### src/rtl/cal_alarm_pkg.sv
package cal_alarm_pkg;

    localparam int NFIELD = 7;

    typedef enum logic {
        ST_WAIT,
        ST_HELD
    } arm_state_e;

    // Bits of each field that carry BCD value; all others read zero
    function automatic logic [7:0] field_mask(input int idx);
        logic [7:0] m;
        case (idx)
            0:       m = 8'h7F;  // seconds 00-59
            1:       m = 8'h7F;  // minutes 00-59
            2:       m = 8'h3F;  // hours
            3:       m = 8'h07;  // weekday code
            4:       m = 8'h3F;  // date 01-31
            5:       m = 8'h1F;  // month 01-12
            default: m = 8'hFF;  // year 00-99
        endcase
        return m;
    endfunction

endpackage

### src/rtl/cal_alarm_regs.sv
module cal_alarm_regs
    import cal_alarm_pkg::*;
#(
    parameter int NF = NFIELD,
    parameter int DW = 8,
    parameter int AW = 3
) (
    input  logic                   clk,
    input  logic                   por_n,
    input  logic                   wr_en,
    input  logic [AW-1:0]          wr_addr,
    input  logic [DW-1:0]          wr_data,
    input  logic [AW-1:0]          rd_addr,
    input  logic                   flag,
    output logic [DW-1:0]          rd_data,
    output logic [NF-1:0][DW-1:0]  val,
    output logic [NF-1:0]          en,
    output logic                   clr_req
);

    localparam int            YEAR_IDX  = NF - 1;
    localparam logic [AW-1:0] CTRL_ADDR = AW'(NF);
    localparam logic [AW-1:0] YEAR_ADDR = AW'(YEAR_IDX);

    for (genvar i = 0; i < NF; i++) begin : g_field
        localparam logic [AW-1:0] MY_ADDR = AW'(i);
        logic [DW-1:0] val_q;
        logic          en_q;

        // Value field: no reset of any kind
        always_ff @(posedge clk) begin
            if (wr_en && wr_addr == MY_ADDR)
                val_q <= wr_data & DW'(field_mask(i));
        end

        if (i == YEAR_IDX) begin : g_ctrl_en
            always_ff @(posedge clk or negedge por_n) begin
                if (!por_n)
                    en_q <= 1'b0;
                else if (wr_en && wr_addr == CTRL_ADDR)
                    en_q <= wr_data[0];
            end
        end else begin : g_own_en
            always_ff @(posedge clk or negedge por_n) begin
                if (!por_n)
                    en_q <= 1'b0;
                else if (wr_en && wr_addr == MY_ADDR)
                    en_q <= wr_data[DW-1];
            end
        end

        assign val[i] = val_q;
        assign en[i]  = en_q;
    end

    assign clr_req = wr_en && (wr_addr == CTRL_ADDR) && wr_data[1];

    always_comb begin
        rd_data = '0;
        if (rd_addr == CTRL_ADDR)
            rd_data[1:0] = {flag, en[YEAR_IDX]};
        else if (rd_addr == YEAR_ADDR)
            rd_data = val[YEAR_IDX];
        else
            rd_data = {en[rd_addr], val[rd_addr][DW-2:0]};
    end

endmodule

### src/rtl/cal_alarm_cmp.sv
module cal_alarm_cmp
    import cal_alarm_pkg::*;
#(
    parameter int NF = NFIELD,
    parameter int DW = 8
) (
    input  logic [NF-1:0][DW-1:0] val,
    input  logic [NF-1:0][DW-1:0] cnt,
    input  logic [NF-1:0]         en,
    output logic                  all_match
);

    logic [NF-1:0] hit;

    for (genvar i = 0; i < NF; i++) begin : g_cmp
        localparam logic [DW-1:0] MASK = DW'(field_mask(i));
        // A disabled field never blocks the match
        assign hit[i] = !en[i] || (((val[i] ^ cnt[i]) & MASK) == '0);
    end

    assign all_match = (&hit) && (|en);

endmodule

### src/rtl/cal_alarm_fsm.sv
module cal_alarm_fsm
    import cal_alarm_pkg::*;
(
    input  logic clk,
    input  logic rst_n,
    input  logic tick,
    input  logic all_match,
    input  logic clr_req,
    output logic irq
);

    arm_state_e state, nxt;
    logic       set_flag;

    always_ff @(posedge clk or negedge rst_n) begin
        if (!rst_n)
            state <= ST_WAIT;
        else
            state <= nxt;
    end

    always_comb begin
        nxt      = state;
        set_flag = 1'b0;
        unique case (state)
            ST_WAIT: if (tick && all_match) begin
                nxt      = ST_HELD;
                set_flag = 1'b1;
            end
            ST_HELD: if (tick && !all_match) begin
                nxt = ST_WAIT;
            end
        endcase
    end

    always_ff @(posedge clk or negedge rst_n) begin
        if (!rst_n)
            irq <= 1'b0;
        else if (set_flag)
            irq <= 1'b1;
        else if (clr_req)
            irq <= 1'b0;
    end

endmodule

### src/rtl/cal_alarm_match.sv
module cal_alarm_match
    import cal_alarm_pkg::*;
#(
    parameter int DW = 8,
    parameter int AW = 3
) (
    input  logic          clk,
    input  logic          por_n,
    input  logic          mrst_n,
    input  logic          wr_en,
    input  logic [AW-1:0] wr_addr,
    input  logic [DW-1:0] wr_data,
    input  logic [AW-1:0] rd_addr,
    output logic [DW-1:0] rd_data,
    input  logic          sec_tick,
    input  logic [6:0]    cnt_sec,
    input  logic [6:0]    cnt_min,
    input  logic [5:0]    cnt_hour,
    input  logic [2:0]    cnt_wday,
    input  logic [5:0]    cnt_date,
    input  logic [4:0]    cnt_mon,
    input  logic [7:0]    cnt_year,
    output logic          alarm_irq
);

    localparam int NF = NFIELD;

    logic [NF-1:0][DW-1:0] alarm_val;
    logic [NF-1:0][DW-1:0] live_cnt;
    logic [NF-1:0]         alarm_en;
    logic                  clr_req;
    logic                  all_match;
    logic                  any_rst_n;

    assign any_rst_n = por_n & mrst_n;

    assign live_cnt[0] = DW'(cnt_sec);
    assign live_cnt[1] = DW'(cnt_min);
    assign live_cnt[2] = DW'(cnt_hour);
    assign live_cnt[3] = DW'(cnt_wday);
    assign live_cnt[4] = DW'(cnt_date);
    assign live_cnt[5] = DW'(cnt_mon);
    assign live_cnt[6] = DW'(cnt_year);

    cal_alarm_regs #(.NF(NF), .DW(DW), .AW(AW)) u_regs (
        .clk     (clk),
        .por_n   (por_n),
        .wr_en   (wr_en),
        .wr_addr (wr_addr),
        .wr_data (wr_data),
        .rd_addr (rd_addr),
        .flag    (alarm_irq),
        .rd_data (rd_data),
        .val     (alarm_val),
        .en      (alarm_en),
        .clr_req (clr_req)
    );

    cal_alarm_cmp #(.NF(NF), .DW(DW)) u_cmp (
        .val       (alarm_val),
        .cnt       (live_cnt),
        .en        (alarm_en),
        .all_match (all_match)
    );

    cal_alarm_fsm u_fsm (
        .clk       (clk),
        .rst_n     (any_rst_n),
        .tick      (sec_tick),
        .all_match (all_match),
        .clr_req   (clr_req),
        .irq       (alarm_irq)
    );

endmodule

### config.mk
export PLATFORM = sky130hd
export DESIGN_NAME = cal_alarm_match
export DESIGN_NICKNAME = d
export VERILOG_FILES = /design/src/rtl/cal_alarm_pkg.sv /design/src/rtl/cal_alarm_regs.sv /design/src/rtl/cal_alarm_cmp.sv /design/src/rtl/cal_alarm_fsm.sv /design/src/rtl/cal_alarm_match.sv
export SDC_FILE = /design/constraint.sdc
export NUM_CORES = 1
export LEC_CHECK = 0
export ABC_AREA = 0
export BUFFER_PORTS_ARGS = -buffer_cell sky130_fd_sc_hd__buf_4
export CORE_ASPECT_RATIO = 2
export CORE_MARGIN = 2
export CORE_UTILIZATION = 56
export CTS_CLUSTER_DIAMETER = 80
export DETAILED_ROUTE_END_ITERATION = 7
export PLACE_DENSITY_LB_ADDON = 0.1
export SYNTH_ARGS = -nofsm -noshare
export SYNTH_HDL_FRONTEND = slang
export SYNTH_SLANG_ARGS = --single-unit
### constraint.sdc
create_clock -name clk -period 2.71 [get_ports clk]
set_input_delay 0.271 -clock clk [delete_from_list [all_inputs] [get_ports clk]]
set_output_delay 0.271 -clock clk [all_outputs]
set_load 0.02 [all_outputs]
After elaboration in Yosys (flattened, before gate mapping)
Index checks and enable logic that the tools add are counted.
{ "totals": {"inputBits": 61, "word_cells": 86, "out_inout_bits": 9, "register_bits": 51} }
{ "classes": {"n_lt_le_gt_ge": 1, "mux": 13, "eq_ne": 9, "bitwise": 9, "n_reduce_logical": 38} }
{ "op_table": {"columns": ["cell", "n"], "rows": [
  ["$logic_not 8->1", 7],
  ["$bmux 8 s3", 1],
  ["$eq 3x3->1 const B", 6],
  ["$xor 7x7->7", 2],
  ["$logic_and 1x1->1", 12],
  ["$xor 6x6->6", 2],
  ["$logic_not 1->1", 8],
  ["$mux 8", 1],
  ["$xor 8x8->8", 1],
  ["$logic_or 1x1->1", 7],
  ["$mux 7", 1],
  ["$reduce_and 7->1", 1],
  ["$reduce_or 7->1", 1],
  ["$eq 3x2->1 const B", 2],
  ["$mux 1", 6],
  ["$mux 6", 1],
  ["$xor 5x5->5", 1],
  ["$lt 3x4->1 const B", 1],
  ["$bmux 1 s3", 1],
  ["$eq 3x1->1 const B", 1],
  ["$logic_not 3->1", 1],
  ["$xor 3x3->3", 1],
  ["$mux 2", 1],
  ["$pmux 1 s2", 1],
  ["other kinds (3)", 3]
]} }

Longest topological paths before layout
Gate-level depths: netlist (run 1).
{ "logic_depth": {"ltp_word": 9, "depth_mapped": 6, "mapped_depth_nobuf": 5} }

Modules after synthesis
A second synthesis (run 1) with hierarchy kept.
{ "hier_totals": {"cells_unflattened": 221, "hier_area_um2": 2817.7} }
{ "modules_own_cells": {"columns": ["module", "instances", "area_each_um2", "seq_area_each_um2", "cells_per_inst"], "rows": [
  ["cal_alarm_regs", 1, 2229.6, 1436.4, 150],
  ["cal_alarm_cmp", 1, 499.2, 0.0, 62],
  ["cal_alarm_fsm", 1, 78.8, 50.0, 7],
  ["cal_alarm_match", 1, 10.0, 0.0, 2]
]} }

Worst setup path before layout (run 1)
OpenSTA, ideal clock, no wires.
{ "synth_path": {"path_kind": "input -> output", "start": "input rd_addr[1]", "end": "output rd_data[3]", "path_slack_ns": 1.036, "t_required_ns": 2.439, "cell_stages": 6, "path_buffers": 1, "t_arrival_ns": 1.403, "path_cell_list": "buf_2 nor2_1 nand3_1 o21ai_0 a21oi_1 o21ai_0"} }
{ "synth_between": {"elab_chain_cells": 4, "word_cells_on_any_way": 6, "cone_classes": "eq/ne: 2; mux: 4"} }
{ "synth_lines": {"columns": ["element", "line", "rtl"], "rows": [
  ["start: declaration", "cal_alarm_match.sv:13", "input logic [AW-1:0] rd_addr,"],
  ["$bmux 8 s3", "cal_alarm_regs.sv:65", "rd_data = {en[rd_addr], val[rd_addr][DW-2:0]};"],
  ["$mux 7 (implied by the code)", "cal_alarm_regs.sv:65", null],
  ["$mux 8", "cal_alarm_regs.sv:62", "else if (rd_addr == YEAR_ADDR)"],
  ["$mux 6 *", "cal_alarm_regs.sv:60", "if (rd_addr == CTRL_ADDR)"],
  ["end: declaration", "cal_alarm_match.sv:14", "output logic [DW-1:0] rd_data,"]
]} }
Mark *: on every way between the ends. The rest lies on a longest branch, timed or not. The select of a mux whose other input is x is not followed.

Final worst setup path (run 1)
{ "layout_path": {"start": "register u_regs.g_field[3].val_q[0]", "end": "output rd_data[0]"} }
{ "layout_between": {"elab_chain_cells": 4} }
{ "layout_lines": {"columns": ["element", "line", "rtl"], "rows": [
  ["start: declaration", "cal_alarm_regs.sv:27", "logic [DW-1:0] val_q;"],
  ["start signal: assignment", "cal_alarm_regs.sv:33", "val_q <= wr_data & DW'(field_mask(i));"],
  ["$bmux 8 s3", "cal_alarm_regs.sv:65", null],
  ["$mux 7 (implied by the code)", "cal_alarm_regs.sv:65", null],
  ["$mux 8", "cal_alarm_regs.sv:62", null],
  ["$mux 2", "cal_alarm_regs.sv:60", null]
]} }
Every way passes these cells. The select of a mux whose other input is x is not followed.

==> results of run 1 <==
per-layer routing:
layer  GRT usage  share of wire  up-vias
met5           0              0        -
met4       0.156          0.049        0
met3      0.0430          0.037       19
met2       0.505           0.56       74
met1       0.305           0.35      932
li1            -              -      892
report_power, final:
group	internal [mW]	switching (mW)
clock	0.181	0.254
combinational	0.188	0.167
sequential	0.903	0.0589
cells in the final DEF (no fill, tap or decap), types with 2 or more instances in the layout:
| cell | instances |
|---|---|
| o31ai_1 | 4 |
| dlygate4sd3_1 | 2 |
| nor2b_1 | 3 |
| nand2b_1 | 4 |
| mux4_2 | 3 |
| edfxtp_1 | 42 |
| nand2_1 | 7 |
| mux2_2 | 14 |
| o21ai_0 | 9 |
| buf_4 | 73 |
| mux2i_1 | 3 |
| nand3b_1 | 2 |
| dfrtp_1 | 9 |
| xnor2_1 | 30 |
| o22ai_1 | 4 |
| nor2_1 | 9 |
| inv_4 | 2 |
| a22oi_1 | 5 |
| clkbuf_8 | 5 |
| o41ai_2 | 2 |
| and2_1 | 2 |
| inv_1 | 3 |
| nand3_1 | 4 |
| nor3_1 | 2 |
| nand4_1 | 9 |
| xor2_1 | 12 |
path summary, 6_finish.rpt:
check / startpoint / endpoint / depth (start not counted)
max: u_regs.g_field[3].val_q[0]$_DFFE_PP_ / rd_data[0] / 3
min: wr_data[6] / u_regs.g_field[1].val_q[6]$_DFFE_PP_ / 1
max reg2reg: u_regs.g_field[1].val_q[4]$_DFFE_PP_ / u_fsm.irq$_DFFE_PN0P_ / 5
min reg2reg: register / u_fsm.irq$_DFFE_PN0P_ / 1
max in group asynchronous: por_n / u_fsm.irq$_DFFE_PN0P_ / 3
min in group asynchronous: por_n / u_regs.g_field[5].en_q$_DFFE_PN0P_ / 2
cells by family after synthesis:
family	synth area share
buf+inv	0.0204
flops	0.564
simple gates	0.0893
mux	0.103
xor+xnor	0.140
compound gates	0.0840
worst reg2reg max path, stage by stage, from the launching register on:
cell and delay [ns]:
edfxtp_1 0.41, xnor2_1 0.37, nand4_1 0.18, o41ai_2 0.23, nand4_1 0.19, o31ai_1 0.35
metrics by stage:
step                      worst slack [ns]   util
after CTS                            0.748  0.728
after floorplan                       1.04      -
after detailed placement             0.930  0.705
after global placement               0.931  0.705
after global routing                 0.687  0.728
final                                0.744  0.728
layout make-up:
cell class                 instances  share of cell area
clock buffer                       5              0.0208
timing repair buffer              75               0.171
multi-input combinational        138               0.330
inverter                           3             0.00340
sequential                        51               0.448
tap                               55              0.0208
clock inverter                     3             0.00528
what timing repair did:
| item | 4_1_cts | 5_1_grt |
|---|---|---|
| hold buffers | 2 | 0 |
| endpoints found under the setup margin | 0 | 0 |
| hold endpoints to repair | 9 | 0 |
synth_stat cells, types with 2 or more instances:
master	number
nand4_1	9
nand3b_1	2
and2_1	2
a22oi_1	5
dfrtp_1	9
o31ai_1	4
nor3_1	2
inv_1	3
xnor2_1	30
o21ai_0	9
nor2b_1	3
o22ai_1	4
nor2_1	9
buf_2	4
nand2_1	7
mux4_2	3
nand2b_1	4
xor2_1	12
edfxtp_1	42
mux2i_1	3
mux2_2	14
o41ai_2	2
nand3_1	4
registers in the layout, indices dropped and copies added, names as in the netlist, named ones only:
register              count
u_regs.g_field.val_q     42
u_fsm.irq                 1
u_regs.g_field.en_q       7
==> impl_results.md, run 1 <==
- Status: completed
- Synth warn: 0
- Max-cap viol count: 0
- Number of nets with antenna violations after routing: 0
- Worst setup EP type: primary output
- Area contributors post-synth: edfxtp_1 48%, xnor2_1 10%, dfrtp_1 8.5%
- DP Area: approximately 0.0032 sq mm
- Core ar.: 0.00455 sq mm
- Mapped Nets: 260
- Root Buffer: clkbuf_8
- Async SR Flop Fraction: 0.176
- Leading area contributor after synthesis: edfxtp_1
- FF/Latch Area: between 0.001 and 0.0015 sq mm
- Worst-path cell chain: mux4_2, mux2_2, buf_4
- Initial Utilization: 0.579
- Violation count after the first detailed-route iteration: 65
- Worst vdd ir: 620 uV
- Post-Synthesis Cells: 199
- Final Hold Vio Count: 0
- FMAX: 509 MHz
- Wirelength per Cell: 20.3 microns
- Post-Layout Cell Count: 330
- Final Cell Area: 0.00332 sq mm
- Design Power: 1.75 mW
- Die W: 52.5 microns
- CP arrival: 1.69 ns
- Drt total wl: about 6700 microns
- Sequential element share of the synthesized area: 0.564
- Period utilization: 0.725
- Post-DR vias/cell: 5.81
- Via count: roughly 1900
- Clk sinks: 51
- Power per Cell Area: 529 mW/mm^2
- GRT Util Overall: 0.283
- TritonCTS clock tree: yes
- Detailed Routing Iterations Pass 1: 4
- Primary FF master, synth: edfxtp_1
- Final net count: approximately 340
- Placed cells: 320
- Fin crit period: 1.97 ns
- Vias in the first global route: between 2000 and 2500
- Post-DP HPWL: 5240 microns
- Path type of the worst setup path: reg2out
- Lkg Pwr: 1.25 nW
- Largest delay contributor family on the critical path: multiplexers
- Slowest CP cell: mux4_2
- Final setup viols: 0
- Die Y: 101 microns
- N_diodes: 0
- # rows: 35
- Avg Cell Area, Syn: 13.2 sq um
- Synth unique cells: 36
- Worst EP required: 2.44 ns
- Synth Cell Area: 0.00264 sq mm
- CTS H-Tree Depth: 2
- CP Max Fanout: 2
- Post-synth EDFFs: 42
- Area of the multi-input gates: about 0.0011 sq mm
- Post-synth top area share: 0.479
- First-pass GRT wire length: 10300 microns
- RSZ-0062 raised after global routing: false
- CP Launch Type: register
- Final hold slack: ~0.15 ns
- Grt total ovfl: 0
- Synth-to-Final Area Change: 25.8%
- Remaining DRCs: 0
- Yosys reg bits: 51
- Number of setup buffers added after CTS: 0
- Die area: ~0.0053 sq mm
- Fillers: 355
- CTS Buffer Depth: 2
- GPL Wtd Cong: 0.862
- PortBufs: 69
- Slowest stage delay, CP: ~0.49 ns
- Type of the worst min-delay path: in2reg
- Initial antenna violation count: 0
- Worst reg2reg setup slack: roughly 0.87 ns
- Setup tns final: 0 ns
- Clock latency on the worst-skew pair: approximately 0.31 ns
- CTS buffer count: 5
- Worst-margin pin slew: 0.672 ns
- Setup Skew: about 0.0058 ns
- Resize count post-CTS: 0
- Pin count of the biggest net entering global routing: 25
- I/O pin total: 70
- Proportion of layout cells with a drive suffix above 1: 0.371
- CP bufs+invs: 1
- Max Slew Vio Count: 0
- Clk slew on worst S/H paths: 0.09 ns
- Max_slew headroom: 0.550
No activity file was read; power rests on OpenSTA's default activity.
==> inputs of run 2 (changes only) <==
Settings changed: ABC_AREA 0 to 1, CORE_UTILIZATION 56 to 54.
Clock period 2.71 ns to 1.9 ns, I/O delays scaled along.
==> run 2 against run 1 <==
Compared with the run above:
- final cell count is 50% higher
- flip-flop and latch count stayed put
- design area is 8.4% higher
- sequential share of layout area is 3.5 points lower
- die area is 12% higher
- via count is 31% higher
- combinational power is 47% higher
- critical path type unchanged
- critical endpoint unchanged
- largest cell class unchanged
- highest routed layer unchanged
==> impl_results.md, run 2 <==
- Post-DP HPWL: 5840 microns (+11%)
- GPL Wtd Cong: 0.880 (+2.1%)
- CTS H-Tree Depth: 2 (unchanged)
- Pin count of the biggest net entering global routing: 20 (-20%)
- Worst vdd ir: 709 uV (+14%)
- First-pass GRT wire length: 11600 microns (+13%)
- N_diodes: 0 (unchanged)
- CTS Buffer Depth: 2 (unchanged)
- Die W: 55.6 microns (+5.8%)
- Core ar.: 0.00514 sq mm (+13%)
- FMAX: 588 MHz
- Slowest CP cell: edfxtp_1
- Number of nets with antenna violations after routing: 0 (unchanged)
- Post-Synthesis Cells: 353 (+77%)
- Wirelength per Cell: 14.8 microns (-27%)
- CP arrival: 1.51 ns (-0.18 ns)
- Yosys reg bits: 51 (unchanged)
- Via count: 2510 (+31%)
- Max Slew Vio Count: 0 (unchanged)
- Setup tns final: 0 ns (unchanged)
- Root Buffer: clkbuf_8
- Clk sinks: 51 (unchanged)
- Synth warn: 0 (unchanged)
- CP bufs+invs: 1 (unchanged)
- Path type of the worst setup path: reg2out
- Proportion of layout cells with a drive suffix above 1: 0.216 (-0.155)
- Status: completed
- Largest register FFs: 42 (unchanged)
- Final setup viols: 0 (unchanged)
- Slowest stage delay, CP: 0.45 ns (-0.04 ns)
- Worst EP required: 1.71 ns (-0.73 ns)
- CP Launch Type: register
- # rows: 37 (+5.7%)
- Final net count: 496 (+48%)
- Power per Cell Area: 681 mW/mm^2 (+29%)
- Fin crit period: 1.70 ns
- Clk slew on worst S/H paths: 0.09 ns (about the same)
- Grt met2 use: 0.496 (-0.00906)
- Sequential element share of the synthesized area: 0.517 (-0.0467)
- Post-synth EDFFs: 42 (unchanged)
- Area contributors post-synth: edfxtp_1 44%, nand2_1 14%, dfrtp_1 7.8%
- CTS buffer count: 5 (unchanged)
- Mapped Nets: 414 (+59%)
- Number of setup buffers added after CTS: 0 (unchanged)
- GRT Max-Usage Layer: met2
- Lkg Pwr: 1.72 nW (+38%)
- TritonCTS clock tree: yes
- GRT Util Overall: 0.259 (-0.0247)
- Placed cells: 484 (+51%)
- Post-synth top area share: 0.439 (-0.0396)
- Primary FF master, synth: edfxtp_1
- PortBufs: 69 (unchanged)
- Type of the worst min-delay path: in2reg
- Most frequent cells in the layout: 108 x nand2_1, 76 x buf_4, 58 x inv_1, 47 x nor2_1, 42 x edfxtp_1
- CP Max Fanout: 2 (unchanged)
- Synth cell count leaders: 108 x nand2_1, 58 x inv_1, 47 x nor2_1
- Met1 GRT Util: 0.263 (-0.0419)
- Worst setup EP type: primary output
- Detailed Routing Iterations Pass 1: 4 (unchanged)
- Largest Register: u_regs.g_field.val_q
- Die area: 0.00595 sq mm (+12%)
- Vias in the first global route: 2542 (+26%)
- Final Hold Vio Count: 0 (unchanged)
- I/O pin total: 70 (unchanged)
- Worst-path cell chain: or2_2, o211ai_1, o2111ai_1, buf_4
- Synth-to-Final Area Change: 25.1%
- Commonest non-fill, non-tap cell in the layout: nand2_1
- Initial antenna violation count: 0 (unchanged)
- Max-cap viol count: 0 (unchanged)
- Design Power: 2.45 mW (+40%)
- Die Y: 107 microns (+6.1%)
- Synth unique cells: 28 (-22%)
- Top Registers: u_regs.g_field.val_q x42, u_regs.g_field.en_q x7, u_fsm.irq x1
- Drt total wl: 7300 microns (+8.9%)
- Synth Cell Area: 0.00287 sq mm (+9.0%)
- Met3 Usage GRT: 0.0290 (-0.0141)
- Post-DR vias/cell: 5.08 (-13%)
- Async SR Flop Fraction: 0.176 (unchanged)
- Clock latency on the worst-skew pair: 0.30 ns (about the same)
- RSZ-0062 raised after global routing: false
- Post-Layout Cell Count: 494 (+50%)
- Fillers: 432 (+22%)
- Avg Cell Area, Syn: 8.14 sq um (-39%)
- Initial Utilization: 0.559 (-0.0195)
- Leading area contributor after synthesis: edfxtp_1
- Period utilization: 0.895
- Remaining DRCs: 0 (unchanged)
- Largest delay contributor family on the critical path: flip-flops
- Setup Skew: 0.00590 ns (+0.000143 ns)
- Violation count after the first detailed-route iteration: 89 (+37%)
- Grt total ovfl: 0 (unchanged)
- Most frequent cell after synthesis: nand2_1
- Worst-margin pin slew: 0.531 ns (-0.141 ns)
- Max_slew headroom: 0.645 (+0.0942)
[run 2: cell types whose count changed in the layout (fill, tap and decap cells not counted), sizes merged, moves of 4 or more]
cell / previous run / this run
a22oi: 5 / 0
nand2b: 4 / 0
xnor2: 30 / 11
nand3: 4 / 10
nand2: 7 / 109
nand4: 9 / 0
o31ai: 4 / 0
nor2: 9 / 49
mux2: 15 / 1
a21oi: 1 / 12
o21ai: 10 / 25
inv: 5 / 61
[run 2: final cells by class]
cell class              instances  area (sq um)  share of cell area
flip-flops and latches         51          1490               0.414
multi-input cells             238          1140               0.316
repair buffers                 78           591               0.164
inverters                      61           229              0.0637
clock buffers                   8          80.1              0.0223
well taps                      58          72.6              0.0202
[run 2: layer usage]
metal  share of wire  wire length (microns)
met5               0                      0
met4           0.033                    238
met3           0.035                    258
met2            0.57                   4170
met1            0.36                   2630
[run 2: where the power goes]
| group | switching (mW) | internal (mW) |
|---|---|---|
| clock | 0.326 | 0.262 |
| sequential | 0.0512 | 1.29 |
| combinational | 0.288 | 0.234 |
[run 2: stage by stage]
stage,hold WS [ns],util,worst slack [ns],instance area [sq um]
CTS,0.0819,0.700,0.203,3590
detailed placement,0.0130,0.680,0.295,3490
floorplan,-0.106,-,0.671,2870
finish,0.0891,0.700,0.199,3590
global route,0.0819,0.700,0.121,3590
global placement,0.0112,0.680,0.307,3490
[run 2: logic make-up after synthesis]
| kind of cell | after synthesis | share of synthesized area |
|---|---|---|
| simple gates | 169 | 0.230 |
| mux | 1 | 0.00392 |
| flops | 51 | 0.517 |
| buf+inv | 64 | 0.0871 |
| compound gates | 48 | 0.100 |
| xor+xnor | 20 | 0.0610 |
[run 2: final timing paths]
check / startpoint / endpoint / slack, ns / depth (start not counted)
worst max-delay path: u_regs.g_field[2].val_q[0]$_DFFE_PP_ / rd_data[0] / 0.20 / 4
worst min-delay path: wr_data[6] / u_regs.g_field[1].val_q[6]$_DFFE_PP_ / 0.09 / 1
worst max register to register: u_regs.g_field[6].val_q[0]$_DFFE_PP_ / u_fsm.irq$_DFFE_PN0P_ / 0.52 / 9
worst min register to register: register / register / 0.53 / 2
max in group asynchronous: por_n / async pin / 1.40 / 4
min in group asynchronous: por_n / u_regs.g_field[0].en_q$_DFFE_PN0P_ / 0.25 / 2
[run 2: timing repair]
action / in CTS / in global routing
hold buffers: 2 / 0
resized for setup: 0 / 0
hold endpoints to repair: 9 / 0
